### src/rtl/dmc_pkg.sv
package dmc_pkg;
    localparam int TAG_W      = 4;
    localparam int IDX_W      = 4;
    localparam int OFF_W      = 4;
    localparam int BYTE_W     = 8;
    localparam int ADDR_W     = TAG_W + IDX_W + OFF_W;
    localparam int BLK_W      = TAG_W + IDX_W;
    localparam int LINES      = 1 << IDX_W;
    localparam int LINE_BYTES = 1 << OFF_W;
    localparam int LINE_W     = LINE_BYTES * BYTE_W;

    typedef logic [TAG_W-1:0]  tag_t;
    typedef logic [IDX_W-1:0]  idx_t;
    typedef logic [OFF_W-1:0]  off_t;
    typedef logic [BYTE_W-1:0] byte_t;
    typedef logic [ADDR_W-1:0] addr_t;
    typedef logic [BLK_W-1:0]  blk_t;
    typedef logic [LINE_W-1:0] line_t;

    typedef enum logic [1:0] {
        ST_IDLE,
        ST_LOOKUP,
        ST_WBACK,
        ST_FILL
    } state_e;

    typedef struct packed {
        logic  we;
        tag_t  tag;
        idx_t  idx;
        off_t  off;
        byte_t wdata;
    } req_t;

    function automatic req_t make_req(logic we, addr_t a, byte_t d);
        req_t r;
        r.we    = we;
        r.tag   = a[ADDR_W-1 -: TAG_W];
        r.idx   = a[OFF_W +: IDX_W];
        r.off   = a[OFF_W-1:0];
        r.wdata = d;
        return r;
    endfunction

    function automatic blk_t blk_of(tag_t t, idx_t i);
        return {t, i};
    endfunction
endpackage

### src/rtl/dmc_tag_store.sv
module dmc_tag_store
    import dmc_pkg::*;
(
    input  logic clk,
    input  logic rst,
    input  idx_t idx,
    input  logic fill_en,
    input  tag_t fill_tag,
    input  logic dirty_set,
    output logic rd_valid,
    output tag_t rd_tag,
    output logic rd_dirty
);
    logic valid_q [LINES];
    logic dirty_q [LINES];
    tag_t tag_q   [LINES];

    always_ff @(posedge clk) begin
        if (rst) begin
            for (int i = 0; i < LINES; i++) begin
                valid_q[i] <= 1'b0;
                dirty_q[i] <= 1'b0;
                tag_q[i]   <= '0;
            end
        end else if (fill_en) begin
            valid_q[idx] <= 1'b1;
            dirty_q[idx] <= 1'b0;
            tag_q[idx]   <= fill_tag;
        end else if (dirty_set) begin
            dirty_q[idx] <= 1'b1;
        end
    end

    assign rd_valid = valid_q[idx];
    assign rd_tag   = tag_q[idx];
    assign rd_dirty = dirty_q[idx];
endmodule

### src/rtl/dmc_data_store.sv
module dmc_data_store
    import dmc_pkg::*;
(
    input  logic  clk,
    input  idx_t  idx,
    input  off_t  off,
    input  logic  fill_en,
    input  line_t fill_line,
    input  logic  byte_we,
    input  byte_t wbyte,
    output byte_t rd_byte,
    output line_t rd_line
);
    byte_t mem_q [LINES][LINE_BYTES];

    always_ff @(posedge clk) begin
        if (fill_en) begin
            for (int b = 0; b < LINE_BYTES; b++)
                mem_q[idx][b] <= fill_line[b*BYTE_W +: BYTE_W];
        end else if (byte_we) begin
            mem_q[idx][off] <= wbyte;
        end
    end

    for (genvar g = 0; g < LINE_BYTES; g++) begin : g_lane
        assign rd_line[g*BYTE_W +: BYTE_W] = mem_q[idx][g];
    end

    assign rd_byte = mem_q[idx][off];
endmodule

### src/rtl/dmc_ctrl.sv
module dmc_ctrl
    import dmc_pkg::*;
(
    input  logic  clk,
    input  logic  rst,
    input  logic  cpu_valid,
    input  logic  cpu_we,
    input  addr_t cpu_addr,
    input  byte_t cpu_wdata,
    output logic  cpu_ready,
    output logic  cpu_resp,
    output byte_t cpu_rdata,
    output idx_t  lk_idx,
    output off_t  lk_off,
    input  logic  lk_valid,
    input  tag_t  lk_tag,
    input  logic  lk_dirty,
    input  byte_t lk_byte,
    output logic  fill_en,
    output tag_t  fill_tag,
    output logic  hit_write,
    output byte_t wbyte,
    output logic  mem_req,
    output logic  mem_we,
    output blk_t  mem_addr,
    input  logic  mem_done
);
    state_e st_q;
    req_t   req_q;
    logic   hit;

    assign hit = lk_valid && (lk_tag == req_q.tag);

    always_ff @(posedge clk) begin
        if (rst) begin
            st_q      <= ST_IDLE;
            req_q     <= '0;
            cpu_resp  <= 1'b0;
            cpu_rdata <= '0;
        end else begin
            cpu_resp <= 1'b0;
            case (st_q)
                ST_IDLE: begin
                    if (cpu_valid) begin
                        req_q <= make_req(cpu_we, cpu_addr, cpu_wdata);
                        st_q  <= ST_LOOKUP;
                    end
                end
                ST_LOOKUP: begin
                    if (hit) begin
                        cpu_resp  <= 1'b1;
                        cpu_rdata <= req_q.we ? req_q.wdata : lk_byte;
                        st_q      <= ST_IDLE;
                    end else if (lk_valid && lk_dirty) begin
                        st_q <= ST_WBACK;
                    end else begin
                        st_q <= ST_FILL;
                    end
                end
                ST_WBACK: if (mem_done) st_q <= ST_FILL;
                ST_FILL:  if (mem_done) st_q <= ST_LOOKUP;
                default:  st_q <= ST_IDLE;
            endcase
        end
    end

    always_comb begin
        cpu_ready = (st_q == ST_IDLE);
        mem_req   = (st_q == ST_WBACK) || (st_q == ST_FILL);
        mem_we    = (st_q == ST_WBACK);
        mem_addr  = (st_q == ST_WBACK) ? blk_of(lk_tag, req_q.idx)
                                       : blk_of(req_q.tag, req_q.idx);
        fill_en   = (st_q == ST_FILL) && mem_done;
        hit_write = (st_q == ST_LOOKUP) && hit && req_q.we;
    end

    assign lk_idx   = req_q.idx;
    assign lk_off   = req_q.off;
    assign fill_tag = req_q.tag;
    assign wbyte    = req_q.wdata;
endmodule

### src/rtl/dmc_cache.sv
module dmc_cache
    import dmc_pkg::*;
(
    input  logic              clk,
    input  logic              rst,
    input  logic              cpu_valid,
    output logic              cpu_ready,
    input  logic              cpu_we,
    input  logic [ADDR_W-1:0] cpu_addr,
    input  logic [BYTE_W-1:0] cpu_wdata,
    output logic              cpu_resp,
    output logic [BYTE_W-1:0] cpu_rdata,
    output logic              mem_req,
    output logic              mem_we,
    output logic [BLK_W-1:0]  mem_addr,
    output logic [LINE_W-1:0] mem_wdata,
    input  logic [LINE_W-1:0] mem_rdata,
    input  logic              mem_done
);
    idx_t  lk_idx;
    off_t  lk_off;
    logic  lk_valid;
    tag_t  lk_tag;
    logic  lk_dirty;
    byte_t lk_byte;
    logic  fill_en;
    tag_t  fill_tag;
    logic  hit_write;
    byte_t wbyte;

    dmc_ctrl u_ctrl (
        .clk       (clk),
        .rst       (rst),
        .cpu_valid (cpu_valid),
        .cpu_we    (cpu_we),
        .cpu_addr  (cpu_addr),
        .cpu_wdata (cpu_wdata),
        .cpu_ready (cpu_ready),
        .cpu_resp  (cpu_resp),
        .cpu_rdata (cpu_rdata),
        .lk_idx    (lk_idx),
        .lk_off    (lk_off),
        .lk_valid  (lk_valid),
        .lk_tag    (lk_tag),
        .lk_dirty  (lk_dirty),
        .lk_byte   (lk_byte),
        .fill_en   (fill_en),
        .fill_tag  (fill_tag),
        .hit_write (hit_write),
        .wbyte     (wbyte),
        .mem_req   (mem_req),
        .mem_we    (mem_we),
        .mem_addr  (mem_addr),
        .mem_done  (mem_done)
    );

    dmc_tag_store u_tags (
        .clk       (clk),
        .rst       (rst),
        .idx       (lk_idx),
        .fill_en   (fill_en),
        .fill_tag  (fill_tag),
        .dirty_set (hit_write),
        .rd_valid  (lk_valid),
        .rd_tag    (lk_tag),
        .rd_dirty  (lk_dirty)
    );

    dmc_data_store u_data (
        .clk       (clk),
        .idx       (lk_idx),
        .off       (lk_off),
        .fill_en   (fill_en),
        .fill_line (mem_rdata),
        .byte_we   (hit_write),
        .wbyte     (wbyte),
        .rd_byte   (lk_byte),
        .rd_line   (mem_wdata)
    );
endmodule

### config.mk
export PLATFORM = sky130hd
export DESIGN_NAME = dmc_cache
export DESIGN_NICKNAME = d
export VERILOG_FILES = /design/src/rtl/dmc_pkg.sv /design/src/rtl/dmc_tag_store.sv /design/src/rtl/dmc_data_store.sv /design/src/rtl/dmc_ctrl.sv /design/src/rtl/dmc_cache.sv
export SDC_FILE = /design/constraint.sdc
export NUM_CORES = 2
export LEC_CHECK = 0
export ABC_AREA = 1
export BUFFER_PORTS_ARGS = -buffer_cell sky130_fd_sc_hd__buf_2
export CORE_MARGIN = 1.5
export CORE_UTILIZATION = 35
export CTS_BUF_LIST = sky130_fd_sc_hd__clkbuf_4 sky130_fd_sc_hd__clkbuf_8 sky130_fd_sc_hd__clkbuf_16
export DETAILED_ROUTE_END_ITERATION = 6
export PLACE_DENSITY = 0.64
export SLEW_MARGIN = 30
export SYNTH_ARGS = -nofsm -noshare
export SYNTH_HDL_FRONTEND = slang
export SYNTH_SLANG_ARGS = --single-unit
export TNS_END_PERCENT = 20
### constraint.sdc
create_clock -name clk -period 2.9 [get_ports clk]
set_input_delay 0.58 -clock clk [delete_from_list [all_inputs] [get_ports clk]]
set_output_delay 0.58 -clock clk [all_outputs]
set_load 0.02 [all_outputs]
==> flow_summary_export.csv <==
group,metric,value,unit
critical_path,crit_fanout,6,
clocking,cts_root_buffer,"clkbuf_16",
critical_path,crit_path_start_kind,"flip-flop",
critical_path,worstPathArrival,2.92,ns
power_and_ir_drop,ir_drop,0.5554,mV
die,boundaryPins,301,
sta,finalSetupViolCount,4258,
sta,fin_crit_sh,120.5,%
run_status,violations,"setup timing",
detailed_routing,wl_per_cell,25.67,µm
detailed_routing,routed_wl,346300,µm
logic_synthesis,netlist_area,92920,µm²
detailed_routing,drt_pre_antenna_iters,6,
detailed_routing,via_per_inst,5.428,
critical_path,cpPeakStageDelay,0.46,ns
sta,fin_skew,0.03946,ns
die,initial_core_util,35.30,%
logic_synthesis,synthesis.nets,8866,
cells_and_area,syn_to_final_growth,28.83,%
die,dieArea,268600,µm²
global_route,grt_pass1_vias,69230,
sta,setup_tns,-1035.89,ns
die,core-area,263200,µm²
clocking,cts_tree,"yes",
critical_path,crit_required,2.32,ns
critical_path,worst-path-buf-inv,7,
logic_synthesis,avgSynthCellArea,10.67,µm²
sta,grt_setup_unrepaired,"true",
place,io_buffers,300,
clocking,cts_htree_levels,4,
clocking,cts_buffers,213,
critical_path,crit_slowest_cell,"dfxtp_4",
cells_and_area,drive_gt1_share,21.71,%
logic_synthesis,ys_seq_area_share,69.89,%
critical_path,critPathTopFamily,"buffers and inverters",
sta,final-hold-violation-count,0,
die,fp.dieH,518.3,µm
global_route,grt_max_degree,137,
place,post-place-ws,-0.3400,ns
cells_and_area,final_nets,9943,
clocking,clock_latency,0.88,ns
flow_run,maxCapViolations,0,
power_and_ir_drop,p_per_area,715.4,nW/µm²
critical_path,crit_chain,"buf_12, buf_16, buf_16, buf_12, clkbuf_16, nand2_2, nand2_1, nand2_1, nand3_1, nand3_1, nand2_2, buf_6, buf_6",
cells_and_area,nFillCells,23460,
sta,drv_slew,0,
global_route,grt_usage,24.84,%
sta,fmax,286.1,MHz
power_and_ir_drop,p_leak,46.69,nW
detailed_routing,drcViolationCount,0,
place,gp_congestion,0.9480,
sta,maxSlewHeadroom,29.87,%
place,post-dp-hpwl,210300,µm
critical_path,crit_type,"reg -> out",
logic_synthesis,synth_seq_cells,2180,
run_status,status,"finished, violations left",
global_route,antenna_found_initial,30,
clocking,cts_max_path_buffers,3,
sta,fin_ws,-0.5955,ns
detailed_routing,ant_nets,0,
clocking,clk_pin_slew,0.06,ns
critical_path,crit_path_end_kind,"output port",
global_route,overflow,0,
sta,fin_crit,3.496,ns
clocking,clock_sinks,2180,
global_route,grt_pass1_wl,486600,µm
logic_synthesis,syn_inst,8709,
detailed_routing,vias,73240,
logic_synthesis,yosysUniqueCellTypes,29,
detailed_routing,drt-initial-drc-count,9351,
die,die_w,518.3,µm
sta,worstMarginPinSlew,1.052,ns
hold_path,hold_path.class,"in -> reg",
die,row_count,188,
logic_synthesis,ys_warn_count,0,
## state kept, by name, summed over array words and instances, names as in the netlist, named ones only
name,count
u_ctrl.st_q,2
u_ctrl.wbyte,8
u_ctrl.lk_idx,4
u_ctrl.lk_off,4
u_ctrl.req_q,1
u_tags.valid_q,16
u_ctrl.fill_tag,4
u_data.mem_q,2048
u_ctrl.cpu_rdata,8
u_ctrl.cpu_resp,1
u_tags.tag_q,64
u_tags.dirty_q,16
## through the flow
stage	hold WS, ns	util, %	std cells	power (mW)	area [µm²]
floorplan	0.4214	-	8709	43.65	92920
global placement	0.4464	40.13	12850	53.00	105600
detailed placement	0.4436	40.13	12850	53.12	105600
CTS	0.002628	44.91	13440	84.51	118200
global route	0.04325	45.47	13480	87.86	119700
finish	0.06407	45.48	13490	85.65	119700
## cells in the final DEF, fill, tap and decap left out, types with 69 or more instances in the layout
master | netlist | layout
buf_4 | 5 | 779
buf_12 | 0 | 203
o21ai_0 | 291 | 246
buf_16 | 0 | 104
buf_6 | 1 | 80
nand3_1 | 1351 | 1213
nand3_2 | 8 | 139
inv_1 | 474 | 463
nor2_1 | 497 | 487
edfxtp_1 | 2128 | 2128
buf_2 | 146 | 212
o211ai_1 | 91 | 91
nand2_2 | 0 | 69
nand2_1 | 2685 | 2589
clkbuf_16 | 0 | 231
o21ai_1 | 108 | 145
a21oi_1 | 323 | 318
## final cells by class
| type | count | area (µm²) | share of cell area [%] |
|---|---|---|---|
| diodes | 11 | 27.53 | 0.02299 |
| inverters | 499 | 1924 | 1.607 |
| repair inverters | 2 | 20.02 | 0.01672 |
| clock buffers | 268 | 5811 | 4.854 |
| repair buffers | 1447 | 16250 | 13.57 |
| well taps | 3515 | 4398 | 3.674 |
| clock inverters | 127 | 1225 | 1.023 |
| flip-flops and latches | 2180 | 64960 | 54.26 |
| multi-input cells | 5443 | 25110 | 20.97 |
## cells in the mapped netlist (all sizes together)
master / number / share of area [%]
o221ai: 4 / 0.038
a21boi: 2 / 0.016
nand2: 2685 / 11
dfxtp: 52 / 1.1
o21a: 1 / 0.0081
nor2: 497 / 2.0
clkbuf: 348 / 1.4
o21ai: 399 / 2.1
a31oi: 1 / 0.0067
ha: 4 / 0.054
and2: 56 / 0.38
edfxtp: 2128 / 69
clkinv: 22 / 0.090
o22ai: 2 / 0.013
or2: 17 / 0.11
nand3: 1360 / 7.4
a21oi: 323 / 1.7
buf: 239 / 1.2
o211ai: 91 / 0.74
nand4: 1 / 0.013
inv: 477 / 1.9
## repair_timing
| item | CTS | global route |
|---|---|---|
| hold endpoints to repair | 11 | 0 |
| hold buffers | 10 | 0 |
| gates resized for setup | 573 | 234 |
| setup endpoints to repair | 3162 | 4268 |
| cloned | 84 | 18 |
| setup buffers | 109 | 33 |
| pin swaps | 101 | 72 |
## per-layer routing
layer	GRT usage (%)	vias up	routed length [µm]
met2	36.69	4733	150300
met4	13.22	16	20030
li1	-	32090	-
met3	6.121	781	40320
met1	33.63	35620	135400
met5	0	-	264
## worst paths after layout
path                     startpoint                  end  slack, ns  depth (start not counted)
setup / recovery          flip-flop       mem_wdata[108]      -0.60                         13
setup reg to reg          flip-flop  u_ctrl.cpu_rdata[1]      -0.45                         22
hold / removal         cpu_wdata[3]      u_ctrl.wbyte[3]       0.06                          3
hold reg to reg   u_tags.valid_q[0]    u_tags.valid_q[0]       0.46                          2
## tightest hold or removal path, cell delays in order
cell	delay, ns
buf_2	0.09
o21ai_0	0.08
a21oi_1	0.15
## power by group
group	total (mW)	switching (mW)	leakage, nW	internal (mW)
clock	27.9	12.2	3.49	15.7
sequential	34.8	0.149	19.7	34.7
combinational	22.9	14.2	23.5	8.69
## cells by family after synthesis
family                     synth area share [%]
and+or+nand+nor                           20.74
DFF                                       69.89
buffers and inverters                     4.613
AOI/OAI and AO/OA                         4.706
adders and majority gates               0.05386
Note: power is estimated with default switching activity, not from simulation.
